==> src/rtl/i2c_rx_pkg.sv <==
package i2c_rx_pkg;
   typedef enum logic [1:0] {
      ST_IDLE,
      ST_BITS,
      ST_ACK,
      ST_SKIP
   } rx_state_e;

   typedef struct packed {
      logic scl_rise;
      logic scl_fall;
      logic start;
      logic stop;
   } bus_evt_t;
endpackage

==> src/rtl/i2c_rx_sync.sv <==
module i2c_rx_sync #(
   parameter int STAGES = 2,
   parameter int WIDTH  = 2
) (
   input  logic             clk,
   input  logic             rst_n,
   input  logic [WIDTH-1:0] d,
   output logic [WIDTH-1:0] q
);
   logic [WIDTH-1:0] stg [STAGES];

   always_ff @(posedge clk or negedge rst_n) begin
      if (!rst_n) stg[0] <= '1;
      else        stg[0] <= d;
   end

   for (genvar g = 1; g < STAGES; g++) begin : g_stage
      always_ff @(posedge clk or negedge rst_n) begin
         if (!rst_n) stg[g] <= '1;
         else        stg[g] <= stg[g-1];
      end
   end

   assign q = stg[STAGES-1];
endmodule

==> src/rtl/i2c_rx_cond.sv <==
module i2c_rx_cond
   import i2c_rx_pkg::*;
(
   input  logic     clk,
   input  logic     rst_n,
   input  logic     scl_s,
   input  logic     sda_s,
   output bus_evt_t evt
);
   logic scl_q, sda_q;

   always_ff @(posedge clk or negedge rst_n) begin
      if (!rst_n) begin
         scl_q <= 1'b1;
         sda_q <= 1'b1;
      end else begin
         scl_q <= scl_s;
         sda_q <= sda_s;
      end
   end

   always_comb begin
      evt.scl_rise = scl_s & ~scl_q;
      evt.scl_fall = ~scl_s & scl_q;
      evt.start    = scl_s & scl_q & sda_q & ~sda_s;
      evt.stop     = scl_s & scl_q & ~sda_q & sda_s;
   end
endmodule

==> src/rtl/i2c_rx_dreg.sv <==
module i2c_rx_dreg #(
   parameter int DATA_W = 8
) (
   input  logic              clk,
   input  logic              rst_n,
   input  logic              en,
   input  logic              load,
   input  logic [DATA_W-1:0] load_data,
   input  logic              rd_stb,
   output logic [DATA_W-1:0] data,
   output logic              full
);
   always_ff @(posedge clk or negedge rst_n) begin
      if (!rst_n) begin
         data <= '0;
         full <= 1'b0;
      end else if (!en) begin
         full <= 1'b0;
      end else if (load) begin
         data <= load_data;
         full <= 1'b1;
      end else if (rd_stb) begin
         full <= 1'b0;
      end
   end
endmodule

==> src/rtl/i2c_rx_engine.sv <==
module i2c_rx_engine
   import i2c_rx_pkg::*;
#(
   parameter int ADDR_W = 7,
   parameter int DATA_W = 8
) (
   input  logic              clk,
   input  logic              rst_n,
   input  logic              en,
   input  bus_evt_t          evt,
   input  logic              sda_s,
   input  logic [ADDR_W-1:0] own_addr,
   input  logic              ack_lvl,
   input  logic              full,
   input  logic              rd_stb,
   output logic              load,
   output logic [DATA_W-1:0] load_data,
   output logic              sda_oe,
   output logic              scl_oe,
   output logic              addressed
);
   localparam int CNT_W = $clog2(DATA_W + 1);
   localparam logic [CNT_W-1:0] LAST_BIT = CNT_W'(DATA_W);

   rx_state_e         state;
   logic [CNT_W-1:0]  bitcnt;
   logic [DATA_W-1:0] shreg;
   logic              addr_frame;
   logic              ack_q;
   logic              hit;

   assign hit       = (shreg[DATA_W-1 -: ADDR_W] == own_addr);
   assign load      = en && (state == ST_ACK) && evt.scl_rise;
   assign load_data = shreg;

   always_ff @(posedge clk or negedge rst_n) begin
      if (!rst_n) begin
         state      <= ST_IDLE;
         bitcnt     <= '0;
         shreg      <= '0;
         addr_frame <= 1'b0;
         ack_q      <= 1'b0;
         sda_oe     <= 1'b0;
         scl_oe     <= 1'b0;
         addressed  <= 1'b0;
      end else if (!en) begin
         state      <= ST_IDLE;
         bitcnt     <= '0;
         addr_frame <= 1'b0;
         sda_oe     <= 1'b0;
         scl_oe     <= 1'b0;
         addressed  <= 1'b0;
      end else if (evt.start) begin
         state      <= ST_BITS;
         bitcnt     <= '0;
         addr_frame <= 1'b1;
         addressed  <= 1'b0;
         sda_oe     <= 1'b0;
         scl_oe     <= 1'b0;
      end else if (evt.stop) begin
         state      <= ST_IDLE;
         addressed  <= 1'b0;
         sda_oe     <= 1'b0;
         scl_oe     <= 1'b0;
      end else begin
         unique case (state)
            ST_BITS: begin
               if (evt.scl_rise && bitcnt != LAST_BIT) begin
                  shreg  <= {shreg[DATA_W-2:0], sda_s};
                  bitcnt <= bitcnt + 1'b1;
                  if (bitcnt == '0) ack_q <= ack_lvl;
               end
               if (evt.scl_fall && bitcnt == LAST_BIT) begin
                  if (addr_frame && !hit) begin
                     state <= ST_SKIP;
                  end else begin
                     state  <= ST_ACK;
                     sda_oe <= ~ack_q;
                     scl_oe <= full && !rd_stb;
                  end
               end
            end
            ST_ACK: begin
               if (scl_oe && !full)            scl_oe    <= 1'b0;
               if (evt.scl_rise && addr_frame) addressed <= 1'b1;
               if (evt.scl_fall) begin
                  sda_oe     <= 1'b0;
                  state      <= ST_BITS;
                  bitcnt     <= '0;
                  addr_frame <= 1'b0;
               end
            end
            default: ;
         endcase
      end
   end
endmodule

==> src/rtl/i2c_rx_slave.sv <==
module i2c_rx_slave
   import i2c_rx_pkg::*;
#(
   parameter int ADDR_W      = 7,
   parameter int DATA_W      = 8,
   parameter int SYNC_STAGES = 2
) (
   input  logic              clk,
   input  logic              rst_n,
   input  logic              en,
   input  logic [ADDR_W-1:0] own_addr,
   input  logic              ack_lvl,
   input  logic              rd_stb,
   output logic [DATA_W-1:0] rx_data,
   output logic              rx_full,
   output logic              addressed,
   input  logic              scl_i,
   input  logic              sda_i,
   output logic              scl_oe,
   output logic              sda_oe
);
   if (DATA_W != ADDR_W + 1) begin : g_bad_width
      $error("DATA_W must equal ADDR_W + 1");
   end
   if (SYNC_STAGES < 2) begin : g_bad_sync
      $error("SYNC_STAGES must be at least 2");
   end

   logic [1:0]        line_s;
   bus_evt_t          evt;
   logic              load;
   logic [DATA_W-1:0] load_data;

   i2c_rx_sync #(.STAGES(SYNC_STAGES), .WIDTH(2)) u_sync (
      .clk(clk), .rst_n(rst_n), .d({scl_i, sda_i}), .q(line_s)
   );

   i2c_rx_cond u_cond (
      .clk(clk), .rst_n(rst_n), .scl_s(line_s[1]), .sda_s(line_s[0]), .evt(evt)
   );

   i2c_rx_engine #(.ADDR_W(ADDR_W), .DATA_W(DATA_W)) u_engine (
      .clk(clk), .rst_n(rst_n), .en(en), .evt(evt), .sda_s(line_s[0]),
      .own_addr(own_addr), .ack_lvl(ack_lvl), .full(rx_full), .rd_stb(rd_stb),
      .load(load), .load_data(load_data), .sda_oe(sda_oe), .scl_oe(scl_oe),
      .addressed(addressed)
   );

   i2c_rx_dreg #(.DATA_W(DATA_W)) u_dreg (
      .clk(clk), .rst_n(rst_n), .en(en), .load(load), .load_data(load_data),
      .rd_stb(rd_stb), .data(rx_data), .full(rx_full)
   );
endmodule

==> config.mk <==
export PLATFORM = sky130hd
export DESIGN_NAME = i2c_rx_slave
export DESIGN_NICKNAME = d
export VERILOG_FILES = /design/src/rtl/i2c_rx_pkg.sv /design/src/rtl/i2c_rx_sync.sv /design/src/rtl/i2c_rx_cond.sv /design/src/rtl/i2c_rx_dreg.sv /design/src/rtl/i2c_rx_engine.sv /design/src/rtl/i2c_rx_slave.sv
export SDC_FILE = /design/constraint.sdc
export NUM_CORES = 1
export LEC_CHECK = 0
export ABC_AREA = 1
export BUFFER_PORTS_ARGS = -buffer_cell sky130_fd_sc_hd__buf_2
export CAP_MARGIN = 10
export CELL_PAD_IN_SITES_DETAIL_PLACEMENT = 1
export CELL_PAD_IN_SITES_GLOBAL_PLACEMENT = 2
export CORE_MARGIN = 4
export CORE_UTILIZATION = 30
export CTS_BUF_LIST = sky130_fd_sc_hd__clkbuf_4 sky130_fd_sc_hd__clkbuf_8 sky130_fd_sc_hd__clkbuf_16
export DETAILED_ROUTE_END_ITERATION = 7
export PLACE_DENSITY_LB_ADDON = 0.12
export SLEW_MARGIN = 25
export SYNTH_ARGS = -nofsm -noshare
export SYNTH_HDL_FRONTEND = slang
export SYNTH_SLANG_ARGS = --single-unit
==> constraint.sdc <==
create_clock -name clk -period 1.4 [get_ports clk]
set_input_delay 0.21 -clock clk [delete_from_list [all_inputs] [get_ports clk]]
set_output_delay 0.21 -clock clk [all_outputs]
set_load 0.02 [all_outputs]
==> flow_summary.ini <==
[run_status]
status = complete, but fails checks
violations = negative setup slack

[pwr]
switching_share = 0.371
power_frac_seq = 0.363
power.density_nw_per_um2 = 1400
p_comb_frac = 0.416
p_total_uw = 3560
leakagePower_uw = 0.00128
p_int_uw = 2240
p_sw_uw = 1320
ir_drop_uv = 549
clkPwrFrac = 0.221

[routing]
drt.antenna.violating_nets = 0
drt-total-wl_um = 4830
first_pass_iters = 4
drt-wirelength-per-cell_um = 13.4
via_count = 1628
drc = 0
vias_per_cell = 4.52
drt_iter0_drc = 73

[setup_path]
end_kind = flip-flop
critPathCapture = u_engine.load_data[0]$_DFFE_PN0P_
cp-startpoint = u_cond.sda_q$_DFF_PN1_
r2r_slack_ns = -0.23
r2r_cells = 10
crit_fanout = 8
start_kind = flip-flop
path_class = reg -> reg
crit_required_ns = 1.59
path_common_cell = nor2_4
cp_top_family = simple AND/OR/NAND/NOR gates
worstReg2RegEnd = u_engine.load_data[0]$_DFFE_PN0P_
max_stage_delay_ns = 0.55
crit_arrival_ns = 1.82
crit_path_cell_trace = inv_2 -> nand2_2 -> nor2_4 -> nor2_4 -> nand2_4 -> nor2_4 -> buf_6 -> nand2_8 -> nand2_2 -> o21ai_2
critPathBufInv = 2
slowest_stage = dfstp_2
r2r-start = u_cond.sda_q$_DFF_PN1_
worst-path-stages = 10

[synthesis]
syn-cell-area_sq_um = 1760
synth_cell_types = 28
yosys_warnings = 0
syn_nets = 234
synth_top_area_cell = dfrtp_1
synth.yosys.seq_area_share = 0.489
async_flop_share = 1.00
syn_avg_cell_area_sq_um = 8.13
synth_top_area_frac = 0.399
synthFlopType = dfrtp_1
synthTopCellsByCount = 61 x nand2_1, 33 x inv_1, 28 x dfrtp_1
synth-seq-cells = 34
synth_edf_count = 0
ys_top_cells_by_area = dfrtp_1 40%, nand2_1 13%, dfstp_2 9.0%, inv_1 7.1%, o21ai_0 4.6%
syn-instance-count = 216
synthMostInstantiatedCell = nand2_1

[die]
io_pins = 26
start_util = 0.313
dieArea_sq_um = 7140
die_x_um = 84.5
fp-row-count = 27
die_h_um = 84.5
core_sq_um = 5610

[grt]
grt_max_degree = 22
grt_pass1_vias = 1693
grt_pass1_wl_um = 8240
antenna_found_initial = 0
gr-total-overflow = 0
grt_use_total = 0.146

[cts]
cts_tree = done
cts_root_buffer = clkbuf_8
h-tree-depth = 2
cts_buffer_depth = 2
clk_latency_ns = 0.29
cts_made_buffers = 5
cts.clk_slew.worst_paths_ns = 0.07
clock_sinks = 34

[sta]
slew-limit-headroom = 0.742
fmax_mhz = 613
min_period_ns = 1.63
fin_worst_skew_ns = 0.00801
hold_viol = 0
tightest_slew_ns = 0.386
finalSetupViolCount = 18
grt_setup_unrepaired = yes
min_period_over_period = 1.16
maxSlewViolCount = 0
setup_ws_ns = -0.231

[finish]
drive_gt1_frac = 0.462
final_area_sq_um = 2550
syn_to_final_growth_pct = 45.0
fin_nets = 305
diodes = 0

[place]
place_area_sq_um = 2170
dp_hpwl_um = 3410
port_buffers = 25
gp_congestion = 0.848

[flow_run]
maxCapViolations = 0

[min_path]
hold_path.class = in -> reg
==> power groups by stage <==
stage / Combinational, uW / Sequential, uW / Clock, uW
2_1_floorplan: 639 / 1340 / 0
4_1_cts: 1320 / 1290 / 828
5_1_grt: 1650 / 1320 / 880
3_5_place_dp: 1190 / 1290 / 0
6_report: 1480 / 1290 / 788
3_3_place_gp: 1160 / 1280 / 0
==> metal layers <==
metal | global-route usage | vias up | wire, um | share of wire
li1 | - | 818 | - | -
met1 | 0.185 | 779 | 2190 | 0.45
met2 | 0.241 | 24 | 2350 | 0.49
met3 | 0.0343 | 7 | 189 | 0.039
met4 | 0.0518 | 0 | 95 | 0.020
met5 | 0 | - | 0 | 0
==> registers in the layout (all words and copies together), names as in the netlist <==
| signal | flops |
|---|---|
| u_engine.bitcnt | 4 |
| u_engine.addr_frame | 1 |
| u_cond.sda_q | 1 |
| u_sync.stg | 2 |
| u_dreg.data | 8 |
| u_sync.q | 2 |
| u_engine.load_data | 8 |
| u_engine.sda_oe | 1 |
| u_engine.scl_oe | 1 |
| u_engine.ack_q | 1 |
| u_cond.scl_q | 1 |
| u_engine.state | 2 |
| u_dreg.full | 1 |
| u_engine.addressed | 1 |
==> timing repair <==
action                                  4_1_cts  5_1_grt
resized for setup                            15       32
gates cloned                                  1        0
hold buffers                                  1        0
endpoints found under the hold margin        13        0
endpoints found under the setup margin       19       27
buffers inserted                             10        5
pin swaps                                     9       19
==> cell type report <==
| class | count | area (sq um) |
|---|---|---|
| Fill cell | 694 | 3060 |
| Multi-Input combinational cell | 144 | 896 |
| Sequential cell | 34 | 858 |
| Timing Repair Buffer | 66 | 470 |
| Inverter | 36 | 138 |
| Clock buffer | 7 | 90.1 |
| Tap cell | 72 | 90.1 |
| Clock inverter | 1 | 5.00 |
==> how the worst min path moves through the flow <==
stage	from	endpoint	cells past startpoint
6_report	scl_i	u_sync.stg[3]$_DFF_PN1_	1
5_1_grt	sda_i	u_sync.stg[2]$_DFF_PN1_	1
4_1_cts	sda_i	u_sync.stg[2]$_DFF_PN1_	1
3_5_place_dp	rst_n	u_dreg.data[2]$_DFFE_PN0P_	1
3_3_place_gp	rst_n	u_dreg.data[2]$_DFFE_PN0P_	1
2_1_floorplan	rst_n	u_dreg.data[0]$_DFFE_PN0P_	0
==> stage by stage <==
| stage | instances | hold slack, ns | setup slack [ns] | TNS, ns | utilization |
|---|---|---|---|---|---|
| floorplan | 216 | -0.0856 | -0.0300 | -0.165 | - |
| global placement | 335 | 0.153 | -0.148 | -1.79 | 0.387 |
| detailed placement | 335 | 0.156 | -0.174 | -2.15 | 0.387 |
| CTS | 355 | 0.00587 | -0.139 | -1.80 | 0.431 |
| global route | 360 | 0.00328 | -0.319 | -5.54 | 0.454 |
| finish | 360 | 0.0167 | -0.231 | -3.48 | 0.454 |
==> cell usage in the layout, fill, tap and decap left out, types with 2 or more instances in the layout <==
cell	netlist	layout
a21oi_2	0	2
buf_2	1	25
buf_4	0	33
buf_6	0	6
clkbuf_8	0	6
dfrtp_1	28	28
dfstp_2	6	6
ha_1	4	2
inv_1	33	31
inv_2	3	4
nand2_1	61	48
nand2_2	3	12
nand2_4	2	5
nand2_8	0	2
nand3_1	11	8
nand3_2	1	4
nand4_1	3	3
nor2_1	17	13
nor2_2	2	5
nor2_4	3	4
nor4_1	2	2
o21ai_0	16	8
o21ai_1	2	7
o21ai_2	8	11
==> kinds of logic (layout without fill, tap and decap cells) <==
group,after synthesis,in the layout,synth area share
adders and majority gates,4,4,0.0285
AOI/OAI and AO/OA,31,31,0.108
xor gates and xnor gates,2,2,0.00997
buffers and inverters,39,110,0.0904
and+or+nand+nor,106,107,0.274
DFF,34,34,0.489
Power figures use the tool's default switching activity.
